### config.mk
export PLATFORM = sky130hd
export DESIGN_NAME = bus_bw_profiler
export DESIGN_NICKNAME = d
export VERILOG_FILES = /design/src/rtl/prof_pkg.sv /design/src/rtl/prof_sat_counter.sv /design/src/rtl/prof_divider.sv /design/src/rtl/bus_bw_profiler.sv
export SDC_FILE = /design/constraint.sdc
export NUM_CORES = 2
export LEC_CHECK = 0
export ABC_CLOCK_PERIOD_IN_PS = 7100
export BUFFER_PORTS_ARGS = -buffer_cell sky130_fd_sc_hd__buf_2
export CAP_MARGIN = 20
export CORE_UTILIZATION = 46
export DETAILED_ROUTE_END_ITERATION = 6
export PLACE_DENSITY_LB_ADDON = 0.2
export SETUP_SLACK_MARGIN = 0.15
export SYNTH_ARGS = -nofsm -noshare
export SYNTH_HDL_FRONTEND = slang
export SYNTH_SLANG_ARGS = --single-unit
export TNS_END_PERCENT = 20
### constraint.sdc
create_clock -name clk -period 7.1 [get_ports clk]
set_input_delay 0.71 -clock clk [delete_from_list [all_inputs] [get_ports clk]]
set_output_delay 0.71 -clock clk [all_outputs]
set_load 0.1 [all_outputs]
### src/rtl/prof_pkg.sv
package prof_pkg;

    typedef enum logic [0:0] {
        ST_IDLE = 1'b0,
        ST_RUN  = 1'b1
    } win_state_e;

    typedef enum logic [2:0] {
        Q_AVG_RD  = 3'd0,
        Q_AVG_WR  = 3'd1,
        Q_AVG_ACC = 3'd2,
        Q_LOAD    = 3'd3,
        Q_UTIL    = 3'd4
    } quot_sel_e;

    // counter slots
    localparam int IX_TOT  = 0;
    localparam int IX_BUSY = 1;
    localparam int IX_RDA  = 2;
    localparam int IX_WRA  = 3;
    localparam int IX_RDB  = 4;
    localparam int IX_WRB  = 5;
    localparam int NUM_CNT = 6;
    localparam int NUM_QUOT = 5;

    // 64-bit data path, two transfers per clock
    localparam int DDR_BYTES_PER_CYC = 16;
    localparam int PCT_SCALE = 100;

endpackage

### src/rtl/prof_sat_counter.sv
module prof_sat_counter #(
    parameter int W     = 32,
    parameter int INC_W = 8
) (
    input  logic             clk,
    input  logic             rst_n,
    input  logic             clr,
    input  logic             inc_en,
    input  logic [INC_W-1:0] inc_val,
    output logic [W-1:0]     nxt
);
    localparam int PAD = W + 1 - INC_W;

    logic [W-1:0] cnt_d, cnt_q;
    logic [W:0]   sum_w;

    always_comb begin
        sum_w = {1'b0, cnt_q} + {{PAD{1'b0}}, inc_val};
        if (inc_en) begin
            nxt = sum_w[W] ? {W{1'b1}} : sum_w[W-1:0];
        end else begin
            nxt = cnt_q;
        end
        cnt_d = clr ? '0 : nxt;
    end

    always_ff @(posedge clk or negedge rst_n) begin
        if (!rst_n) cnt_q <= '0;
        else        cnt_q <= cnt_d;
    end

    p_sat_hold_r5: assert property (@(posedge clk) disable iff (!rst_n)
        (cnt_q == {W{1'b1}} && !clr) |=> (cnt_q == {W{1'b1}}));

    p_clr_zero_r10: assert property (@(posedge clk) disable iff (!rst_n)
        clr |=> (cnt_q == '0));

endmodule

### src/rtl/prof_divider.sv
module prof_divider #(
    parameter int W = 40
) (
    input  logic         clk,
    input  logic         rst_n,
    input  logic         start,
    input  logic [W-1:0] num,
    input  logic [W-1:0] den,
    output logic         done,
    output logic [W-1:0] quo
);
    localparam int CW = $clog2(W + 1);

    typedef struct packed {
        logic          active;
        logic          done;
        logic [CW-1:0] step;
        logic [W-1:0]  rem;
        logic [W-1:0]  quo;
        logic [W-1:0]  den;
    } div_state_t;

    div_state_t q, d;
    logic [W:0] r_sh;

    always_comb begin
        d      = q;
        d.done = 1'b0;
        r_sh   = {q.rem, q.quo[W-1]};
        if (start) begin
            d.active = (den != '0);
            d.done   = (den == '0);
            d.step   = '0;
            d.rem    = '0;
            d.quo    = (den == '0) ? '0 : num;
            d.den    = den;
        end else if (q.active) begin
            if (r_sh >= {1'b0, q.den}) begin
                d.rem = W'(r_sh - {1'b0, q.den});
                d.quo = {q.quo[W-2:0], 1'b1};
            end else begin
                d.rem = r_sh[W-1:0];
                d.quo = {q.quo[W-2:0], 1'b0};
            end
            d.step = q.step + CW'(1);
            if (q.step == CW'(W - 1)) begin
                d.active = 1'b0;
                d.done   = 1'b1;
            end
        end
    end

    always_ff @(posedge clk or negedge rst_n) begin
        if (!rst_n) q <= '0;
        else        q <= d;
    end

    assign done = q.done;
    assign quo  = q.quo;

    p_zero_den_r6: assert property (@(posedge clk) disable iff (!rst_n)
        (start && den == '0) |=> (done && quo == '0));

endmodule

### src/rtl/bus_bw_profiler.sv
module bus_bw_profiler
    import prof_pkg::*;
#(
    parameter int CNT_W  = 32,
    parameter int BYTE_W = 8,
    parameter int ID_W   = 4,
    parameter int LOOP_W = 16
) (
    input  logic              clk,
    input  logic              rst_n,
    input  logic              ctl_start,
    input  logic              ctl_stop,
    input  logic [CNT_W-1:0]  ctl_window_len,
    input  logic [LOOP_W-1:0] ctl_loops,
    input  logic [ID_W-1:0]   ctl_master,
    input  logic              mon_busy,
    input  logic              mon_rd,
    input  logic              mon_wr,
    input  logic [BYTE_W-1:0] mon_bytes,
    input  logic [ID_W-1:0]   mon_id,
    output logic              running,
    output logic              res_valid,
    output logic [CNT_W-1:0]  res_total,
    output logic [CNT_W-1:0]  res_busy,
    output logic [CNT_W-1:0]  res_rd_acc,
    output logic [CNT_W-1:0]  res_wr_acc,
    output logic [CNT_W-1:0]  res_rd_bytes,
    output logic [CNT_W-1:0]  res_wr_bytes,
    output logic [CNT_W-1:0]  res_avg_rd,
    output logic [CNT_W-1:0]  res_avg_wr,
    output logic [CNT_W-1:0]  res_avg_acc,
    output logic [CNT_W-1:0]  res_load_pct,
    output logic [CNT_W-1:0]  res_util_pct
);
    localparam int DIV_W = CNT_W + 8;

    typedef struct packed {
        win_state_e                     st;
        logic [CNT_W-1:0]               win_len;
        logic [CNT_W-1:0]               win_cnt;
        logic [LOOP_W-1:0]              loops_left;
        logic                           loop_inf;
        logic [ID_W-1:0]                master;
        logic [NUM_CNT-1:0][CNT_W-1:0]  snap;
        logic [NUM_QUOT-1:0][CNT_W-1:0] quot;
        logic                           seq_act;
        quot_sel_e                      seq_idx;
        logic                           go;
        logic                           valid;
    } prof_state_t;

    prof_state_t q, d;

    logic                            run, hit, win_end, cnt_clr;
    logic [NUM_CNT-1:0]              inc_en;
    logic [NUM_CNT-1:0][BYTE_W-1:0]  inc_val;
    logic [NUM_CNT-1:0][CNT_W-1:0]   cnt_nxt;
    logic [DIV_W-1:0]                op_num, op_den, byte_sum, acc_sum;
    logic [DIV_W-1:0]                div_quo;
    logic                            div_done;
    logic [CNT_W-1:0]                quo_sat;

    // ---------------- counter feed ----------------
    always_comb begin
        run     = (q.st == ST_RUN);
        hit     = (mon_id == q.master);
        win_end = run && (q.win_cnt == q.win_len - CNT_W'(1));
        cnt_clr = !run || ctl_stop || win_end;

        inc_en[IX_TOT]   = run;
        inc_val[IX_TOT]  = BYTE_W'(1);
        inc_en[IX_BUSY]  = run && mon_busy;
        inc_val[IX_BUSY] = BYTE_W'(1);
        inc_en[IX_RDA]   = run && mon_rd && hit;
        inc_val[IX_RDA]  = BYTE_W'(1);
        inc_en[IX_WRA]   = run && mon_wr && hit;
        inc_val[IX_WRA]  = BYTE_W'(1);
        inc_en[IX_RDB]   = run && mon_rd && hit;
        inc_val[IX_RDB]  = mon_bytes;
        inc_en[IX_WRB]   = run && mon_wr && hit;
        inc_val[IX_WRB]  = mon_bytes;
    end

    for (genvar g = 0; g < NUM_CNT; g++) begin : g_cnt
        prof_sat_counter #(
            .W     (CNT_W),
            .INC_W (BYTE_W)
        ) i_cnt (
            .clk     (clk),
            .rst_n   (rst_n),
            .clr     (cnt_clr),
            .inc_en  (inc_en[g]),
            .inc_val (inc_val[g]),
            .nxt     (cnt_nxt[g])
        );
    end

    // ---------------- divider operand select ----------------
    always_comb begin
        byte_sum = DIV_W'(q.snap[IX_RDB]) + DIV_W'(q.snap[IX_WRB]);
        acc_sum  = DIV_W'(q.snap[IX_RDA]) + DIV_W'(q.snap[IX_WRA]);
        case (q.seq_idx)
            Q_AVG_RD: begin
                op_num = DIV_W'(q.snap[IX_RDB]);
                op_den = DIV_W'(q.snap[IX_RDA]);
            end
            Q_AVG_WR: begin
                op_num = DIV_W'(q.snap[IX_WRB]);
                op_den = DIV_W'(q.snap[IX_WRA]);
            end
            Q_AVG_ACC: begin
                op_num = byte_sum;
                op_den = acc_sum;
            end
            Q_LOAD: begin
                op_num = DIV_W'(q.snap[IX_BUSY]) * DIV_W'(PCT_SCALE);
                op_den = DIV_W'(q.snap[IX_TOT]);
            end
            default: begin
                op_num = byte_sum * DIV_W'(PCT_SCALE);
                op_den = DIV_W'(q.snap[IX_BUSY]) * DIV_W'(DDR_BYTES_PER_CYC);
            end
        endcase
        quo_sat = (|div_quo[DIV_W-1:CNT_W]) ? {CNT_W{1'b1}} : div_quo[CNT_W-1:0];
    end

    prof_divider #(
        .W (DIV_W)
    ) i_div (
        .clk   (clk),
        .rst_n (rst_n),
        .start (q.go),
        .num   (op_num),
        .den   (op_den),
        .done  (div_done),
        .quo   (div_quo)
    );

    // ---------------- next state ----------------
    always_comb begin
        d       = q;
        d.go    = 1'b0;
        d.valid = 1'b0;

        if (q.seq_act && div_done) begin
            case (q.seq_idx)
                Q_AVG_RD:  d.quot[0] = quo_sat;
                Q_AVG_WR:  d.quot[1] = quo_sat;
                Q_AVG_ACC: d.quot[2] = quo_sat;
                Q_LOAD:    d.quot[3] = quo_sat;
                default:   d.quot[4] = quo_sat;
            endcase
            if (q.seq_idx == Q_UTIL) begin
                d.seq_act = 1'b0;
                d.valid   = 1'b1;
            end else begin
                d.seq_idx = quot_sel_e'(q.seq_idx + 3'd1);
                d.go      = 1'b1;
            end
        end

        case (q.st)
            ST_IDLE: begin
                if (ctl_start) begin
                    d.st         = ST_RUN;
                    d.win_len    = (ctl_window_len == '0) ? CNT_W'(1) : ctl_window_len;
                    d.win_cnt    = '0;
                    d.loops_left = (ctl_loops == '0) ? LOOP_W'(1) : ctl_loops;
                    d.loop_inf   = &ctl_loops;
                    d.master     = ctl_master;
                end
            end
            ST_RUN: begin
                if (ctl_stop) begin
                    d.st = ST_IDLE;
                end else if (win_end) begin
                    d.win_cnt = '0;
                    d.snap    = cnt_nxt;
                    d.seq_act = 1'b1;
                    d.seq_idx = Q_AVG_RD;
                    d.go      = 1'b1;
                    d.valid   = 1'b0;
                    if (!q.loop_inf) begin
                        if (q.loops_left == LOOP_W'(1)) d.st = ST_IDLE;
                        else d.loops_left = q.loops_left - LOOP_W'(1);
                    end
                end else begin
                    d.win_cnt = q.win_cnt + CNT_W'(1);
                end
            end
            default: d.st = ST_IDLE;
        endcase
    end

    always_ff @(posedge clk or negedge rst_n) begin
        if (!rst_n) q <= '0;
        else        q <= d;
    end

    assign running      = (q.st == ST_RUN);
    assign res_valid    = q.valid;
    assign res_total    = q.snap[IX_TOT];
    assign res_busy     = q.snap[IX_BUSY];
    assign res_rd_acc   = q.snap[IX_RDA];
    assign res_wr_acc   = q.snap[IX_WRA];
    assign res_rd_bytes = q.snap[IX_RDB];
    assign res_wr_bytes = q.snap[IX_WRB];
    assign res_avg_rd   = q.quot[0];
    assign res_avg_wr   = q.quot[1];
    assign res_avg_acc  = q.quot[2];
    assign res_load_pct = q.quot[3];
    assign res_util_pct = q.quot[4];

    // ---------------- assertions ----------------
    p_one_strobe_r4: assert property (@(posedge clk) disable iff (!rst_n)
        !(mon_rd && mon_wr));

    p_win_bound_r2: assert property (@(posedge clk) disable iff (!rst_n)
        running |-> (q.win_cnt < q.win_len));

    p_stop_r13: assert property (@(posedge clk) disable iff (!rst_n)
        (running && ctl_stop) |=> !running);

    p_valid_pulse_r12: assert property (@(posedge clk) disable iff (!rst_n)
        res_valid |=> !res_valid);

    p_load_max_r8: assert property (@(posedge clk) disable iff (!rst_n)
        res_valid |-> (res_load_pct <= CNT_W'(PCT_SCALE)));

endmodule

==> reports/results.tsv <==
stage	metric	value	unit
status	outcome	complete, no violations	
timing	worst slew pin tran	1.103	ns
timing	post-route minimum period	6.490	ns
synthesis	syn avg cell area	8.521	um^2
power	sequential share of power	40.4	%
power	switching fraction of total power	30.09	%
critical_path	max incr delay on CP	0.53	ns
synthesis	Main synth FF type	dfrtp_1	
floorplanning	num rows	121	
placed_design	routability cong.	0.9661	
floorplanning	die area	0.1120	mm^2
detailed_routing	Vias per Instance	5.624	
detailed_routing	post-route ant nets	0	
critical_path	WP buf/inv	5	
layout	area of the multi-input gates	0.02688	mm^2
timing	final number of setup-violating endpoints	0	
power	Comb pwr share	19.3	%
global_routing	initial antenna violation count	5	
synthesis	Mapped Cells	5974	
clocking	CTS tree	built	
synthesis	sequential area share after synthesis	37.36	%
timing	Final Hold Slack	0.09430	ns
synthesis	post-synthesis net count	6439	
synthesis	Unique masters post-synth	83	
global_routing	first-pass GRT wire length	239.1	mm
detailed_routing	Pre-antenna DRT Iters	7	
timing	final count of hold timing violations	0	
synthesis	Yosys reg bits	760	
power	power density over the cells	217.7	mW/mm^2
synthesis	Synth Warn #	0	
critical_path	CP Max Fanout	5	
placed_design	Placed Instances	7325	
floorplanning	Initial Utilization	46.57	%
synthesis	async set-or-reset flop fraction in the synthesized netlist	100.0	%
detailed_routing	Total Wirelength	156.0	mm
synthesis	Yosys top cell by area	dfrtp_1	
synthesis	Synth top area share	37.36	%
synthesis	top cells by count, synth	760 x dfrtp_1, 738 x nand2_1, 699 x nor2_1, 534 x o21ai_0, 397 x inv_1	
floorplanning	core footprint	0.1093	mm^2
global_routing	number of global-route vias before repair	39190	
layout	P&R area growth vs syn	8.217	%
critical_path	worst path arrival time	7.05	ns
timing	setup_tns	0	ns
power	clock network fraction of total power	40.3	%
critical_path	Crit Path Category	flop to flop	
critical_path	Worst path top cell family by delay	compound AO/OA/AOI/OAI gates	
detailed_routing	DRC	0	
clocking	CTS root buffer	clkbuf_16	
clocking	worst skew pair latency	0.70	ns
layout	Layout Nets	6407	
layout	Layout Cells excl Fill	7494	
timing	max frequency	154.1	MHz
placed_design	hpwl dp	118.2	mm
synthesis	top post-synthesis cells by area	dfrtp_1 37%, ha_1 8.2%, nand2_1 5.4%, o21ai_0 5.3%, buf_4 5.2%	
synthesis	number of flops mapped to enable cells by yosys	0	
synthesis	Mapped Area	0.05091	mm^2
timing	unrepaired setup endpoints after global routing	no	
timing	fin crit share	91.41	%
global_routing	grt ovf	0	
timing	max-slew violations	0	
detailed_routing	routed len/inst	20.81	um
global_routing	All-Layer GR Usage	27.46	%
clocking	Sink Count	760	
global_routing	maximum number of pins on one net before global-route repair	166	
synthesis	cell with the most instances after synthesis	dfrtp_1	
layout	Reg area	0.01903	mm^2
clocking	TritonCTS Buffers	88	
critical_path	crit path capture type	flop	
job	total of max-cap violations	0	
critical_path	Slowest-stage cell, CP	fa_1	
critical_path	startpoint types	flop	
power	Int Power	8383	uW
critical_path	Critical Path RT	7.66	ns
detailed_routing	vias	42150	
power	leakage power	0.02698	uW
clocking	clock buffer depth	3	
floorplanning	IO Pins	425	
placed_design	number of I/O port buffers	424	
detailed_routing	DR iter-0 viols	3488	
timing	Worst Skew	0.03444	ns
clocking	CTS clk-pin slew, worst paths	0.06	ns
power	Net Sw Power	3608	uW
min_path	HP Class	primary input to async pin	
floorplanning	Die Span Y	334.7	um
layout	share of layout cells above drive strength 1	11.96	%
timing	Max transition margin	25.78	%
power	Peak supply drop	0.1916	mV
layout	Filler cells	10500	
floorplanning	Die W	334.7	um
clocking	H-tree levels	3	
==> area by class of cell <==
cell class	instances	area share [%]
antenna	4	0.01817
clock buffer	128	4.563
clock inverter	34	1.006
inverter	397	2.705
multi-input combinational	4204	48.80
sequential	760	34.54
tap	1476	3.352
timing repair buffer	491	5.017
==> state kept, by name, summed over array words and instances (netlist names), 40 cells and up <==
| register | count |
|---|---|
| g_cnt.i_cnt.cnt_q | 192 |
| q | 90 |
| i_div.q | 83 |
| i_div.quo | 40 |
==> per-stage QoR <==
stage	instance area [um^2]	total power [uW]	utilization [%]	worst slack (ns)
final	55090	11990	50.40	0.6100
after global routing	55080	12570	50.39	0.1648
after CTS	54980	12070	50.30	0.2420
after detailed placement	51910	7202	47.49	0.2618
after global placement	51870	7174	47.46	0.3611
after floorplan	50910	6583	-	1.007
==> cells by family after synthesis <==
| family | Yosys count | share of synthesized area (%) |
|---|---|---|
| simple gates | 2062 | 17.96 |
| compound gates | 1313 | 16.25 |
| buf+inv | 1010 | 10.13 |
| flops | 760 | 37.36 |
| fa+ha+maj | 394 | 10.57 |
| xor+xnor | 346 | 5.953 |
| mux | 89 | 1.782 |
==> placed cells by master, fill, tap and decap left out, types with 89 or more instances in the layout <==
| cell | count |
|---|---|
| a21oi_1 | 220 |
| ha_1 | 333 |
| buf_2 | 423 |
| xnor2_1 | 224 |
| dfrtp_1 | 758 |
| inv_1 | 397 |
| nor2_1 | 697 |
| nand2_1 | 730 |
| nand3_1 | 162 |
| o21ai_0 | 531 |
| xor2_1 | 118 |
| clkbuf_16 | 89 |
| a21o_1 | 90 |
==> power groups by stage <==
stage,sequential [uW],clock (uW),combinational [uW]
3_3_place_gp,4910,0,2260
6_report,4850,4830,2310
4_1_cts,4840,4920,2300
5_1_grt,4880,5090,2590
2_1_floorplan,4830,0,1750
3_5_place_dp,4920,0,2280
==> metal layers <==
metal  vias up  wire, um  track usage, %
met5         -        27               0
met4         4      5244           8.870
met3       229     11660           4.800
met2      1383     67020           41.37
met1     20280     72020           39.82
li1      20250         -               -
==> worst reg2reg max path, delay by kind of cell (launching register included) <==
kind / cells / cell delay, ns
xor+xnor: 2 / 0.45
buf+inv: 5 / 0.41
flops: 1 / 0.39
fa+ha+maj: 6 / 2.09
compound gates: 12 / 2.24
simple gates: 4 / 0.78
==> what timing repair did <==
item,in CTS,in global routing
hold buffers,0,0
setup buffers,0,1
resized for setup,0,14
endpoints found under the setup margin,0,9
==> worst paths after layout <==
| path | from | end | slack, ns | cells past startpoint |
|---|---|---|---|---|
| max in group asynchronous | rst_n | q[426] | 5.51 | 2 |
| hold reg to reg | res_load_pct[12] | res_load_pct[12] | 0.47 | 2 |
| setup / recovery | res_rd_bytes[0] | i_div.quo[37] | 0.61 | 29 |
| setup reg to reg | res_rd_bytes[0] | i_div.quo[37] | 0.61 | 29 |
| min in group clk | ctl_master[0] | q[358] | 0.21 | 3 |
| hold / removal | rst_n | res_avg_wr[8] | 0.09 | 1 |
(Power assumes the default switching activity.)
